==> src/rtl/pwm_sp_pkg.sv <==
package pwm_sp_pkg;
  localparam int PSC_W      = 8;
  // word indices (byte offset / 4)
  localparam int WIDX_CTRL  = 20;
  localparam int WIDX_IEN   = 21;
  localparam int WIDX_STAT  = 22;
  localparam int WIDX_CNT   = 24;
  localparam int RUN_BIT    = 9;

  function automatic logic [PSC_W-1:0] ctrl_to_psc(input logic [31:0] w);
    return {w[14:11], w[3:0]};
  endfunction

  function automatic logic [31:0] psc_to_ctrl(input logic [PSC_W-1:0] p, input logic run);
    logic [31:0] w;
    w = '0;
    w[3:0]    = p[3:0];
    w[14:11]  = p[7:4];
    w[RUN_BIT] = run;
    return w;
  endfunction

  // channel drives high while count has not passed its duty
  function automatic logic duty_active(input logic [7:0] cnt, input logic [7:0] duty);
    return cnt <= duty;
  endfunction
endpackage

==> src/rtl/pwm_sp_regs.sv <==
module pwm_sp_regs
  import pwm_sp_pkg::*;
#(
  parameter int NCH   = 4,
  parameter int AW    = 8,
  parameter int CNT_W = 8
) (
  input  logic                 clk,
  input  logic                 rst_n,
  input  logic                 bus_sel,
  input  logic                 bus_we,
  input  logic [AW-1:0]        bus_addr,
  input  logic [31:0]          bus_wdata,
  output logic [31:0]          bus_rdata,
  input  logic                 wrap_evt,
  input  logic [CNT_W-1:0]     cnt_val,
  output logic [NCH*CNT_W-1:0] duty_flat,
  output logic [PSC_W-1:0]     psc_reg,
  output logic                 run_en,
  output logic                 irq_en,
  output logic                 irq_stat
);
  localparam int WI = AW - 2;

  logic [WI-1:0] widx;
  logic          wr;
  logic          clr_req;

  assign widx    = bus_addr[AW-1:2];
  assign wr      = bus_sel & bus_we;
  assign clr_req = wr && (widx == WI'(WIDX_STAT)) && bus_wdata[0];

  for (genvar ch = 0; ch < NCH; ch++) begin : g_duty
    logic [CNT_W-1:0] duty_q;
    always_ff @(posedge clk) begin
      if (!rst_n)                        duty_q <= '0;
      else if (wr && widx == WI'(ch))    duty_q <= bus_wdata[CNT_W-1:0];
    end
    assign duty_flat[ch*CNT_W +: CNT_W] = duty_q;
  end

  always_ff @(posedge clk) begin
    if (!rst_n) begin
      psc_reg  <= '0;
      run_en   <= 1'b0;
      irq_en   <= 1'b0;
      irq_stat <= 1'b0;
    end else begin
      if (wr && widx == WI'(WIDX_CTRL)) begin
        psc_reg <= ctrl_to_psc(bus_wdata);
        run_en  <= bus_wdata[RUN_BIT];
      end
      if (wr && widx == WI'(WIDX_IEN)) irq_en <= bus_wdata[0];
      // a wrap in the same cycle outranks the clear
      if (wrap_evt)     irq_stat <= 1'b1;
      else if (clr_req) irq_stat <= 1'b0;
    end
  end

  always_comb begin
    bus_rdata = '0;
    for (int ch = 0; ch < NCH; ch++)
      if (widx == WI'(ch)) bus_rdata[CNT_W-1:0] = duty_flat[ch*CNT_W +: CNT_W];
    if (widx == WI'(WIDX_CTRL)) bus_rdata = psc_to_ctrl(psc_reg, run_en);
    if (widx == WI'(WIDX_IEN))  bus_rdata[0] = irq_en;
    if (widx == WI'(WIDX_STAT)) bus_rdata[0] = irq_stat;
    if (widx == WI'(WIDX_CNT))  bus_rdata[CNT_W-1:0] = cnt_val;
  end
endmodule

==> src/rtl/pwm_sp_timebase.sv <==
module pwm_sp_timebase
  import pwm_sp_pkg::*;
#(
  parameter int CNT_W = 8
) (
  input  logic             clk,
  input  logic             rst_n,
  input  logic             run_en,
  input  logic [PSC_W-1:0] psc_reg,
  output logic [CNT_W-1:0] cnt_val,
  output logic [PSC_W-1:0] act_psc,
  output logic             tick,
  output logic             wrap_evt,
  output logic             load,
  output logic             fresh
);
  localparam logic [CNT_W-1:0] CNT_TOP = '1;

  logic [PSC_W-1:0] div_q;
  logic [PSC_W-1:0] eff_psc;
  logic             run_q;

  assign fresh    = ~run_q;
  assign eff_psc  = fresh ? psc_reg : act_psc;
  assign tick     = run_en && (div_q == eff_psc);
  assign wrap_evt = tick && (cnt_val == CNT_TOP);
  assign load     = fresh || wrap_evt;

  always_ff @(posedge clk) begin
    if (!rst_n) begin
      div_q   <= '0;
      cnt_val <= '0;
      act_psc <= '0;
      run_q   <= 1'b0;
    end else begin
      run_q <= run_en;
      if (load) act_psc <= psc_reg;
      if (!run_en) begin
        div_q   <= '0;
        cnt_val <= '0;
      end else if (tick) begin
        div_q   <= '0;
        cnt_val <= cnt_val + 1'b1;
      end else begin
        div_q   <= div_q + 1'b1;
      end
    end
  end
endmodule

==> src/rtl/pwm_sp_channel.sv <==
module pwm_sp_channel
  import pwm_sp_pkg::*;
#(
  parameter int CNT_W = 8
) (
  input  logic             clk,
  input  logic             rst_n,
  input  logic             run_en,
  input  logic             load,
  input  logic             fresh,
  input  logic [CNT_W-1:0] duty_reg,
  input  logic [CNT_W-1:0] cnt_val,
  output logic             pwm_o
);
  logic [CNT_W-1:0] act_duty;
  logic [CNT_W-1:0] eff_duty;

  always_ff @(posedge clk) begin
    if (!rst_n)    act_duty <= '0;
    else if (load) act_duty <= duty_reg;
  end

  assign eff_duty = fresh ? duty_reg : act_duty;
  assign pwm_o    = run_en && duty_active(8'(cnt_val), 8'(eff_duty));
endmodule

==> src/rtl/pwm_shared_period.sv <==
module pwm_shared_period
  import pwm_sp_pkg::*;
#(
  parameter int NCH   = 4,
  parameter int AW    = 8,
  parameter int CNT_W = 8
) (
  input  logic           clk,
  input  logic           rst_n,
  input  logic           bus_sel,
  input  logic           bus_we,
  input  logic [AW-1:0]  bus_addr,
  input  logic [31:0]    bus_wdata,
  output logic [31:0]    bus_rdata,
  output logic [NCH-1:0] pwm_out,
  output logic           irq
);
  logic [NCH*CNT_W-1:0] duty_flat;
  logic [PSC_W-1:0]     psc_reg;
  logic [PSC_W-1:0]     act_psc;
  logic [CNT_W-1:0]     cnt_val;
  logic                 run_en, irq_en, irq_stat;
  logic                 tick, wrap_evt, load, fresh;

  pwm_sp_regs #(.NCH(NCH), .AW(AW), .CNT_W(CNT_W)) u_regs (
    .clk(clk), .rst_n(rst_n), .bus_sel(bus_sel), .bus_we(bus_we),
    .bus_addr(bus_addr), .bus_wdata(bus_wdata), .bus_rdata(bus_rdata),
    .wrap_evt(wrap_evt), .cnt_val(cnt_val), .duty_flat(duty_flat),
    .psc_reg(psc_reg), .run_en(run_en), .irq_en(irq_en), .irq_stat(irq_stat)
  );

  pwm_sp_timebase #(.CNT_W(CNT_W)) u_tb (
    .clk(clk), .rst_n(rst_n), .run_en(run_en), .psc_reg(psc_reg),
    .cnt_val(cnt_val), .act_psc(act_psc), .tick(tick),
    .wrap_evt(wrap_evt), .load(load), .fresh(fresh)
  );

  for (genvar ch = 0; ch < NCH; ch++) begin : g_ch
    pwm_sp_channel #(.CNT_W(CNT_W)) u_ch (
      .clk(clk), .rst_n(rst_n), .run_en(run_en), .load(load), .fresh(fresh),
      .duty_reg(duty_flat[ch*CNT_W +: CNT_W]), .cnt_val(cnt_val),
      .pwm_o(pwm_out[ch])
    );
  end

  assign irq = irq_stat & irq_en;
endmodule

==> config.mk <==
export PLATFORM = sky130hd
export DESIGN_NAME = pwm_shared_period
export DESIGN_NICKNAME = d
export VERILOG_FILES = /design/src/rtl/pwm_sp_pkg.sv /design/src/rtl/pwm_sp_regs.sv /design/src/rtl/pwm_sp_timebase.sv /design/src/rtl/pwm_sp_channel.sv /design/src/rtl/pwm_shared_period.sv
export SDC_FILE = /design/constraint.sdc
export NUM_CORES = 1
export LEC_CHECK = 0
export ABC_AREA = 1
export CORE_ASPECT_RATIO = 1.75
export CORE_MARGIN = 1.5
export CORE_UTILIZATION = 30
export DETAILED_ROUTE_END_ITERATION = 7
export SKIP_CTS_REPAIR_TIMING = 1
export SKIP_LAST_GASP = 1
export SLEW_MARGIN = 30
export SYNTH_ARGS = -nofsm -noshare
export SYNTH_HDL_FRONTEND = slang
export SYNTH_SLANG_ARGS = --single-unit
==> constraint.sdc <==
create_clock -name clk -period 3.1 [get_ports clk]
set_input_delay 0.31 -clock clk [delete_from_list [all_inputs] [get_ports clk]]
set_output_delay 0.31 -clock clk [all_outputs]
set_load 0.01 [all_outputs]
==> tab_implementation.tex, run 1 <==
\begin{tabular}{lr}
\hline
Metric & Value \\
\hline
\multicolumn{2}{l}{\textbf{Critical path}} \\
Series of cell instances along the critical path & buf\_4 -> o21ai\_0 -> ha\_1 -> nand2\_1 -> o21ai\_0 -> a21oi\_1 -> nor2\_1 -> nor2\_1 -> buf\_4 -> clkdlybuf4s50\_1 \\
Endpoint kind of the worst setup timing path & primary output \\
CP max FO & 9 \\
Critical Path Slowest Stage Cell & clkdlybuf4s50\_1 \\
Worst path buffer plus inverter count & 3 \\
Delay of the slowest critical-path stage & 0.53 ns \\
CP Class & reg2out \\
Worst Setup Start Kind & register \\
Arrival @ worst endpoint & 2.74 ns \\
Family with the most delay on the worst path & buffers and inverters \\
Required time of the critical path & 2.79 ns \\
\multicolumn{2}{l}{\textbf{Synthesis}} \\
Share of synthesized flip-flops with an asynchronous set or reset & 0\% \\
Post-synth EDFFs & 0 \\
Cell types with the highest counts after synthesis & 175 x nand2\_1, 147 x nor2\_1, 100 x dfxtp\_1 \\
Summed instance area of the synthesized netlist & 5777 um2 \\
Biggest area contributors in the synthesized netlist & dfxtp\_1 35\%, nand2\_1 11\%, nor2\_1 9.6\% \\
Register bit total from synthesis & 100 \\
Number of warnings reported in the yosys synthesis log & 0 \\
Distinct cells, synth & 34 \\
Syn Area/Cell & 6.587 um2 \\
Yosys top cell area share & 34.65\% \\
Primary FF master, synth & dfxtp\_1 \\
Most numerous cell in the Yosys netlist & nand2\_1 \\
Largest area contributor in the netlist & dfxtp\_1 \\
Post-synthesis sequential area ratio & approximately a third \\
Post-synthesis instance total & between 800 and 900 \\
\multicolumn{2}{l}{\textbf{Floorplanning}} \\
Area of the die & 20130 um2 \\
Placeable core region & 19030 um2 \\
I/O pins & 81 \\
Die Width & 107.9 um \\
Chip height & roughly 190 um \\
Starting utilization of the core area & slightly above 30\% \\
Number of rows in the core area & 67 \\
\multicolumn{2}{l}{\textbf{Global routing}} \\
Total congestion overflow & 0 \\
Antenna violations before repair & 0 \\
Largest net degree at the start of global routing & 54 \\
Aggregate global-route resource usage & between 15 and 20\% \\
Global-route wire length before repair & 26390 um \\
Number of global-route vias before repair & 5126 \\
\multicolumn{2}{l}{\textbf{Clock network}} \\
Clock Latency Late Sink & around 0.35 ns \\
TritonCTS clock tree & built \\
Total clock buffers created by CTS & 9 \\
CTS H-Tree Depth & 3 \\
Worst-path clk slew & 0.07 ns \\
CTS Root Cell & clkbuf\_16 \\
Clock net sink count & 100 \\
Number of buffers between clock root and the deepest sink & 2 \\
\multicolumn{2}{l}{\textbf{Power}} \\
Power Total & 2.560 mW \\
Maximum resistive drop on vdd & $\sim$0.00024 V \\
Switching fraction of total power & a little under a quarter \\
Logic pwr share & 5.1\% \\
Net Switching & 0.5828 mW \\
Sequential Power Share & 50.4\% \\
Proportion of power drawn by the clock network & 44.5\% \\
Cell area power density & 373.9 nW/um2 \\
Leakage component of the power & roughly 2.8 nW \\
Internal power & approximately 2 mW \\
\multicolumn{2}{l}{\textbf{Layout}} \\
Fraction of layout instances using a drive strength above 1 & between 7 and 8\% \\
Number of inserted diodes & 0 \\
Filler cells & 2015 \\
\# nets final & 1003 \\
Top Registers & g\_ch.u\_ch.act\_duty x32, u\_regs.g\_duty.duty\_q x32 \\
Area added between synthesis and finish & 18.52\% \\
Area occupied by registers & 2006 um2 \\
Area of the multi-input gates & $\sim$3200 um2 \\
\multicolumn{2}{l}{\textbf{Place}} \\
Final Wtd Congestion & about 0.89 \\
Number of buffers added on ports & 40 \\
HPWL reported at the end of detailed placement & 13260 um \\
\multicolumn{2}{l}{\textbf{Routing}} \\
Total wire length & 17400 um \\
Per-cell via count in the routed design & 4.795 \\
Antenna violation net count after detailed routing & 0 \\
WL per Instance & about 15 um \\
Residual DRC & 0 \\
First-pass detailed-route iteration total & 4 \\
Via count & 5605 \\
Iteration-0 DRC count of the detailed router & slightly below 300 \\
\multicolumn{2}{l}{\textbf{Run}} \\
Number of max-capacitance violations reported & 0 \\
\multicolumn{2}{l}{\textbf{STA}} \\
Number of failing hold endpoints at the final stage & 0 \\
Worst Hold Margin & 0.4106 ns \\
Worst clock skew on the final layout & 0.007281 ns \\
Final critical path time including I/O delays and setup & 3.046 ns \\
Unrepaired setup endpoints after global routing & yes \\
Setup-violating endpoint count in the final report & 0 \\
Maximum clock frequency & between 300 and 400 MHz \\
Count of pins over their slew limit & 0 \\
Portion of the clock cycle consumed by the worst path in the final layout & 98.27\% \\
\multicolumn{2}{l}{\textbf{Outcome}} \\
Result of the run & complete, no violations \\
\multicolumn{2}{l}{\textbf{Min path}} \\
HP Class & in2reg \\
\hline
\end{tabular}
==> per-stage QoR <==
| stage | instances | setup slack [ns] | utilization [%] | cell area, um2 | setup TNS [ns] |
|---|---|---|---|---|---|
| 2_1_floorplan | 895 | 0.7670 | - | 5844 | 0 |
| 6_report | 1169 | 0.05353 | 35.98 | 6847 | 0 |
| 5_1_grt | 1169 | -0.03865 | 35.98 | 6847 | -0.06064 |
| 3_5_place_dp | 1152 | 0.2879 | 34.25 | 6518 | 0 |
| 4_1_cts | 1166 | -0.1015 | 35.77 | 6807 | -0.2213 |
| 3_3_place_gp | 1152 | 0.2989 | 34.25 | 6518 | 0 |
==> per-layer routing <==
layer	global-route usage, %	vias to the layer above	wire length [um]
met5	0	-	0
met4	10.73	0	1058
met3	2.340	45	351
met2	33.24	103	9429
met1	17.20	2560	6555
li1	-	2897	-
==> tightest hold or removal path, cell delays in order <==
cell     delay (ns)
buf_2          0.12
nand2_1        0.22
a21oi_1        0.07
==> power groups by stage <==
stage / Sequential [mW] / Clock [mW] / Combinational (mW)
finish: 1.29 / 1.14 / 0.130
global route: 1.29 / 1.21 / 0.145
detailed placement: 1.32 / 0 / 0.128
floorplan: 1.32 / 0 / 0.0869
CTS: 1.29 / 1.16 / 0.129
global placement: 1.32 / 0 / 0.127
==> layout make-up <==
type                    instances  area share (%)
clock inverters                 4          0.7310
clock buffers                  10           3.490
multi-input cells             649           46.47
repair buffers                 81           11.00
inverters                      84           4.605
flip-flops and latches        100           29.29
well taps                     241           4.404
==> final timing paths <==
kind                                            startpoint                        to  slack [ns]  depth (start not counted)
worst min-delay path                                 rst_n           u_tb.cnt_val[3]        0.41                          3
worst min register to register  u_regs.g_duty[1].duty_q[0]  g_ch[1].u_ch.act_duty[0]        0.48                          2
worst max-delay path                            u_tb.run_q                pwm_out[0]        0.05                         10
worst max register to register                  u_tb.run_q           u_tb.cnt_val[4]        0.76                         12
==> cell families (layout without fill, tap and decap cells) <==
kind of cell    Yosys count  count (layout)  share of synthesized area, %
compound gates          190             190                         17.15
xor+xnor                 10              10                         1.516
fa+ha+maj                34              34                         7.364
buf+inv                 146             179                         11.52
flops                   100             100                         34.65
other cells               1              19                       0.06491
simple gates            396             396                         27.72
==> layout by cell type, fill, tap and decap left out, types with 5 or more instances in the layout <==
master	instances
conb_1	19
clkbuf_16	9
o21ai_0	90
dfxtp_1	99
nand4_1	5
nor2_2	5
xor2_1	10
inv_1	81
ha_1	34
nor2_1	145
nand3_1	58
nand2_1	175
buf_4	36
a21oi_1	81
clkdlybuf4s50_1	37
(Power assumes the default switching activity.)
==> inputs of run 2 (changes only) <==
SKIP_CTS_REPAIR_TIMING = unset   (was 1)
TNS_END_PERCENT = 5   (was unset)
==> run 2 against run 1 <==
Effect of this change:
- total power about the same
- maximum frequency down 1.2%
- sequential share of layout area about the same
- combinational power about the same
- die area unchanged
- register-to-register slack about the same
- sequential cell count unchanged
- largest cell class unchanged
- highest routed layer unchanged
- clock power about the same
- routed wire length up 1.3%
- critical path type unchanged
- clock skew down 0.00078 ns
- first-iteration DRC count up 16%
==> tab_implementation.tex, run 2 (synthesis results as in run 1) <==
\begin{tabular}{lr}
\hline
Metric & Value \\
\hline
\multicolumn{2}{l}{\textbf{Outcome}} \\
Result of the run & complete, no violations \\
\multicolumn{2}{l}{\textbf{Layout}} \\
Commonest non-fill, non-tap cells in the layout & 175 x nand2\_1, 147 x nor2\_1, 99 x dfxtp\_1, 91 x o21ai\_0 \\
Fraction of the core area covered by cells at the end of the flow & 35.94\% (-0.040 points) \\
Filler cells & 2023 (+0.40\%) \\
Number of inserted diodes & 0 (unchanged) \\
Fraction of layout instances using a drive strength above 1 & 6.789\% (-0.22 points) \\
\# nets final & 1003 (unchanged) \\
Top Registers & g\_ch.u\_ch.act\_duty x32, u\_regs.g\_duty.duty\_q x32 \\
Area added between synthesis and finish & 18.39\% \\
Final standard cell count with taps included and fillers excluded & 1169 (unchanged) \\
Leading cell type in the layout, fill and taps excluded & nand2\_1 \\
\multicolumn{2}{l}{\textbf{Run}} \\
Number of max-capacitance violations reported & 0 (unchanged) \\
\multicolumn{2}{l}{\textbf{Power}} \\
Net Switching & 0.5830 mW (about the same) \\
Switching fraction of total power & 22.78\% (about the same) \\
Internal power & 1.977 mW (about the same) \\
Logic pwr share & 5.1\% (about the same) \\
Cell area power density & 374.3 nW/um2 (+0.11\%) \\
Proportion of power drawn by the clock network & 44.5\% (about the same) \\
Maximum resistive drop on vdd & 0.0002441 V (+1.4\%) \\
Power Total & 2.560 mW (about the same) \\
Leakage component of the power & 2.734 nW (-0.74\%) \\
Sequential Power Share & 50.4\% (about the same) \\
\multicolumn{2}{l}{\textbf{Clock network}} \\
Number of buffers between clock root and the deepest sink & 2 (unchanged) \\
CTS H-Tree Depth & 3 (unchanged) \\
CTS Root Cell & clkbuf\_16 \\
Worst-path clk slew & 0.07 ns (about the same) \\
TritonCTS clock tree & built \\
Clock net sink count & 100 (unchanged) \\
Total clock buffers created by CTS & 9 (unchanged) \\
Clock Latency Late Sink & 0.35 ns (about the same) \\
\multicolumn{2}{l}{\textbf{Place}} \\
Number of buffers added on ports & 40 (unchanged) \\
HPWL reported at the end of detailed placement & 13260 um (unchanged) \\
Post-Place Cells & 1152 (unchanged) \\
Final Wtd Congestion & 0.8943 (unchanged) \\
\multicolumn{2}{l}{\textbf{STA}} \\
Worst slew margin & 66.61\% \\
Worst clock skew on the final layout & 0.006504 ns (-0.0007777 ns) \\
Setup Total Neg Slack & 0 ns (unchanged) \\
Worst Hold Margin & 0.3986 ns (-0.01202 ns) \\
Unrepaired setup endpoints after global routing & yes \\
Count of pins over their slew limit & 0 (unchanged) \\
Number of failing hold endpoints at the final stage & 0 (unchanged) \\
Worst Tran Pin Value & 0.5008 ns \\
Setup-violating endpoint count in the final report & 0 (unchanged) \\
Portion of the clock cycle consumed by the worst path in the final layout & 99.52\% (+1.2 points) \\
Maximum clock frequency & 324.2 MHz (-1.2\%) \\
Final critical path time including I/O delays and setup & 3.085 ns (+0.03852 ns) \\
\multicolumn{2}{l}{\textbf{Floorplanning}} \\
Number of rows in the core area & 67 (unchanged) \\
Area of the die & 20130 um2 (unchanged) \\
Die Width & 107.9 um (unchanged) \\
Starting utilization of the core area & 30.36\% (unchanged) \\
Placeable core region & 19030 um2 (unchanged) \\
I/O pins & 81 (unchanged) \\
Chip height & 186.6 um (unchanged) \\
\multicolumn{2}{l}{\textbf{Routing}} \\
Per-cell via count in the routed design & 4.809 (+0.30\%) \\
Residual DRC & 0 (unchanged) \\
Iteration-0 DRC count of the detailed router & 339 (+16\%) \\
Total wire length & 17620 um (+1.3\%) \\
Via count & 5622 (+0.30\%) \\
Antenna violation net count after detailed routing & 0 (unchanged) \\
WL per Instance & 15.07 um (+1.3\%) \\
First-pass detailed-route iteration total & 4 (unchanged) \\
\multicolumn{2}{l}{\textbf{Critical path}} \\
Endpoint kind of the worst setup timing path & primary output \\
CP max FO & 7 (-2) \\
Arrival @ worst endpoint & 2.77 ns (+0.03 ns) \\
CP Class & reg2out \\
Series of cell instances along the critical path & buf\_4 -> nand2\_1 -> o21ai\_0 -> ha\_1 -> nand2\_1 -> nor2\_1 -> nand3\_1 -> nor2\_1 -> nor2\_1 -> nor2\_1 -> buf\_4 -> clkdlybuf4s50\_1 \\
Delay of the slowest critical-path stage & 0.53 ns (about the same) \\
Critical Path Slowest Stage Cell & clkdlybuf4s50\_1 \\
Worst Setup Start Kind & register \\
Required time of the critical path & 2.79 ns (about the same) \\
Top cell by count, worst path & nor2\_1 \\
\multicolumn{2}{l}{\textbf{Global routing}} \\
Largest net degree at the start of global routing & 54 (unchanged) \\
Antenna violations before repair & 0 (unchanged) \\
Number of global-route vias before repair & 5181 (+1.1\%) \\
Aggregate global-route resource usage & 17.81\% (+0.37 points) \\
Total congestion overflow & 0 (unchanged) \\
Global-route wire length before repair & 26850 um (+1.7\%) \\
\multicolumn{2}{l}{\textbf{Min path}} \\
HP Class & in2reg \\
\hline
\end{tabular}
[run 2: cell types whose count changed in the layout (fill, tap and decap cells not counted)]
cell             change
nor2_2               -2
clkdlybuf4s50_1      +1
o21ai_1              -1
dlymetal6s2s_1       -1
o21ai_0              +1
nor2_1               +2
[run 2: layout make-up]
class	instances	area (um2)	share of cell area, %
clock buffers	10	239.0	3.494
well taps	241	301.5	4.409
clock inverters	4	50.05	0.7318
multi-input cells	649	3177	46.45
inverters	84	315.3	4.610
flip-flops and latches	100	2006	29.33
repair buffers	81	750.7	10.98
[run 2: final timing paths]
check                             startpoint                        to  slack (ns)  cells after the start
hold reg to reg   u_regs.g_duty[1].duty_q[0]  g_ch[1].u_ch.act_duty[0]        0.48                      2
hold / removal                         rst_n           u_tb.cnt_val[3]        0.40                      3
setup / recovery                  u_tb.run_q                pwm_out[0]        0.02                     12
setup reg to reg                  u_tb.run_q           u_tb.cnt_val[4]        0.76                     12
[run 2: power groups by stage]
| stage | clock network [mW] | registers (mW) | logic, mW |
|---|---|---|---|
| 6_report | 1.14 | 1.29 | 0.129 |
| 3_5_place_dp | 0 | 1.32 | 0.128 |
| 2_1_floorplan | 0 | 1.32 | 0.0869 |
| 3_3_place_gp | 0 | 1.32 | 0.127 |
| 4_1_cts | 1.16 | 1.29 | 0.129 |
| 5_1_grt | 1.21 | 1.29 | 0.145 |
[run 2: routing by layer]
metal,GRT usage (%),wire length (um),vias up
met5,0,0,-
met4,12.85,1217,0
met3,2.410,513,45
met2,33.32,9476,128
met1,17.28,6409,2559
li1,-,-,2890
[run 2: timing repair]
action	CTS	global route
hold buffers	0	0
setup endpoints to repair	4	4
buffers inserted	3	0
gates resized for setup	1	2
pin swaps	0	0
[run 2: worst max-delay path: cells and delay by family (launching register included)]
| family | cells | cell delay [ns] |
|---|---|---|
| buf+inv | 3 | 0.85 |
| simple gates | 7 | 0.68 |
| flops | 1 | 0.41 |
| fa+ha+maj | 1 | 0.32 |
| compound gates | 1 | 0.15 |
[run 2: stage by stage]
step	area, um2	worst slack [ns]
6_report	6839	0.01501
5_1_grt	6839	-0.07546
4_1_cts	6833	-0.005317
3_5_place_dp	6518	0.2879
3_3_place_gp	6518	0.2989
2_1_floorplan	5844	0.7670
==> inputs of run 3 (changes only) <==
CORE_MARGIN = 2   (was 1.5)
==> run 3 against run 2 <==
Effect of this change:
- register-to-register slack improved by 0.12 ns
- largest cell class unchanged
- critical endpoint unchanged
- worst hold slack got worse by 0.036 ns
- cell count stayed put
- critical path depth is the same
- clock skew grew 0.0047 ns
- sequential power hardly changed
==> tab_implementation.tex, run 3 (synthesis results as in run 1) <==
\begin{tabular}{lr}
\hline
Metric & Value \\
\hline
\multicolumn{2}{l}{\textbf{STA}} \\
Worst Hold Margin & 0.3629 ns (-0.03567 ns) \\
Worst Tran Pin Value & 0.8260 ns (+0.3252 ns) \\
Portion of the clock cycle consumed by the worst path in the final layout & 98.78\% (-0.74 points) \\
Unrepaired setup endpoints after global routing & yes \\
Maximum clock frequency & 326.6 MHz (+0.75\%) \\
Number of failing hold endpoints at the final stage & 0 (unchanged) \\
Worst clock skew on the final layout & 0.01118 ns (+0.004681 ns) \\
Setup-violating endpoint count in the final report & 0 (unchanged) \\
Count of pins over their slew limit & 0 (unchanged) \\
Worst slew margin & 44.93\% (-22 points) \\
Final critical path time including I/O delays and setup & 3.062 ns (-0.02283 ns) \\
\multicolumn{2}{l}{\textbf{Place}} \\
Number of buffers added on ports & 40 (unchanged) \\
Placed inst area & 6482 um2 (-0.54\%) \\
Post-Place Cells & 1149 (-0.26\%) \\
HPWL reported at the end of detailed placement & 13540 um (+2.1\%) \\
Final Wtd Congestion & 0.8974 (+0.35\%) \\
\multicolumn{2}{l}{\textbf{Clock network}} \\
CTS Root Cell & clkbuf\_16 \\
Clock Latency Late Sink & 0.36 ns (about the same) \\
TritonCTS clock tree & built \\
Clock net sink count & 100 (unchanged) \\
Worst-path clk slew & 0.07 ns (about the same) \\
Total clock buffers created by CTS & 9 (unchanged) \\
Number of buffers between clock root and the deepest sink & 2 (unchanged) \\
CTS H-Tree Depth & 3 (unchanged) \\
\multicolumn{2}{l}{\textbf{Critical path}} \\
CP max FO & 5 (-2) \\
CP Class & reg2out \\
Endpoint kind of the worst setup timing path & primary output \\
Arrival @ worst endpoint & 2.75 ns (-0.02 ns) \\
Required time of the critical path & 2.79 ns (about the same) \\
Worst Setup Start Kind & register \\
\multicolumn{2}{l}{\textbf{Global routing}} \\
Antenna violations before repair & 0 (unchanged) \\
Global-route wire length before repair & 27910 um (+4.0\%) \\
Total congestion overflow & 0 (unchanged) \\
Aggregate global-route resource usage & 18.01\% (+0.21 points) \\
Largest net degree at the start of global routing & 82 (+52\%) \\
Number of global-route vias before repair & 5266 (+1.6\%) \\
\multicolumn{2}{l}{\textbf{Layout}} \\
Area added between synthesis and finish & 17.89\% \\
\# nets final & 1001 (-0.20\%) \\
Area of the multi-input gates & 3182 um2 (+0.16\%) \\
Final standard cell count with taps included and fillers excluded & 1169 (unchanged) \\
Fraction of layout instances using a drive strength above 1 & 7.004\% (+0.22 points) \\
Area occupied by registers & 2006 um2 (unchanged) \\
Total non-filler cell area in the finished layout & 6810 um2 (-0.42\%) \\
Filler cells & 2073 (+2.5\%) \\
Number of inserted diodes & 0 (unchanged) \\
Top Registers & g\_ch.u\_ch.act\_duty x32, u\_regs.g\_duty.duty\_q x32 \\
Commonest non-fill, non-tap cells in the layout & 175 x nand2\_1, 145 x nor2\_1, 99 x dfxtp\_1, 91 x o21ai\_0 \\
Leading cell type in the layout, fill and taps excluded & nand2\_1 \\
\multicolumn{2}{l}{\textbf{Floorplanning}} \\
Starting utilization of the core area & 30.36\% (unchanged) \\
Die Width & 108.9 um (+0.93\%) \\
Placeable core region & 19030 um2 (unchanged) \\
Area of the die & 20430 um2 (+1.5\%) \\
I/O pins & 81 (unchanged) \\
Number of rows in the core area & 67 (unchanged) \\
Chip height & 187.6 um (+0.54\%) \\
\multicolumn{2}{l}{\textbf{Power}} \\
Internal power & 1.902 mW (-3.8\%) \\
Switching fraction of total power & 25.45\% (+2.7 points) \\
Logic pwr share & 5.0\% (about the same) \\
Maximum resistive drop on vdd & 0.0002504 V (+2.6\%) \\
Proportion of power drawn by the clock network & 44.5\% (about the same) \\
Net Switching & 0.6490 mW (+11\%) \\
Cell area power density & 374.5 nW/um2 (about the same) \\
Leakage component of the power & 2.715 nW (-0.68\%) \\
Sequential Power Share & 50.6\% (+0.2 points) \\
\multicolumn{2}{l}{\textbf{Routing}} \\
Total wire length & 18330 um (+4.0\%) \\
Iteration-0 DRC count of the detailed router & 370 (+9.1\%) \\
WL per Instance & 15.68 um (+4.0\%) \\
First-pass detailed-route iteration total & 7 (+3) \\
Per-cell via count in the routed design & 4.861 (+1.1\%) \\
Antenna violation net count after detailed routing & 0 (unchanged) \\
Via count & 5682 (+1.1\%) \\
Residual DRC & 0 (unchanged) \\
\multicolumn{2}{l}{\textbf{Outcome}} \\
Result of the run & complete, no violations \\
\multicolumn{2}{l}{\textbf{Run}} \\
Number of max-capacitance violations reported & 0 (unchanged) \\
\multicolumn{2}{l}{\textbf{Min path}} \\
HP Class & in2reg \\
\hline
\end{tabular}
## run 3: worst paths after layout
path                                                 start                  endpoint  slack (ns)  depth (start not counted)
worst max-delay path                            u_tb.run_q                pwm_out[0]        0.04                         12
worst min-delay path                                 rst_n           u_tb.cnt_val[3]        0.36                          3
worst max register to register                  u_tb.run_q  g_ch[1].u_ch.act_duty[5]        0.88                         11
worst min register to register  u_regs.g_duty[3].duty_q[0]  g_ch[3].u_ch.act_duty[0]        0.48                          2
## run 3: final cells by class
type | instances | area share [%]
timing repair buffer | 79 | 10.51
tap | 241 | 4.428
clock buffer | 9 | 3.307
multi-input combinational | 649 | 46.72
inverter | 84 | 4.630
sequential | 100 | 29.45
clock inverter | 7 | 0.9554
## run 3: routing by layer
| layer | up-vias | part of all wire [%] | wire length [um] | track usage, % |
|---|---|---|---|---|
| met5 | - | 0 | 0 | 0 |
| met2 | 139 | 55 | 10030 | 33.90 |
| met1 | 2601 | 37 | 6714 | 18.62 |
| met3 | 47 | 3.2 | 591 | 2.572 |
| li1 | 2895 | - | - | - |
| met4 | 0 | 5.4 | 992 | 9.221 |
## run 3: through the flow
stage / power (mW) / util [%] / TNS, ns / setup slack (ns)
floorplan: 1.406 / - / 0 / 0.7670
global placement: 1.446 / 34.07 / 0 / 0.2854
detailed placement: 1.446 / 34.07 / 0 / 0.3100
CTS: 2.562 / 35.63 / -0.02335 / -0.02335
global route: 2.627 / 35.79 / -0.2024 / -0.1057
finish: 2.551 / 35.79 / 0 / 0.03784
## run 3: power groups by stage
stage               Combinational (mW)  Clock, mW  Sequential [mW]
floorplan                       0.0869          0             1.32
global placement                 0.126          0             1.32
detailed placement               0.126          0             1.32
CTS                              0.127       1.15             1.29
global route                     0.142       1.20             1.29
finish                           0.127       1.13             1.29
## run 3: worst max-delay path: stages (launching register included)
cell and delay (ns):
dfxtp_4 0.37, buf_4 0.18, nand2_1 0.07, o21ai_0 0.07, buf_4 0.15, ha_1 0.28
nand2_1 0.08, nor2_2 0.16, nand3_1 0.09, nor2_1 0.09, nor2_1 0.05, nor2_1 0.21
clkdlybuf4s50_1 0.59
## run 3: repair_timing
action,4_1_cts,5_1_grt
endpoints found under the setup margin,3,4
hold buffers,0,0
cloned,0,0
resized for setup,1,4
setup buffers,1,3
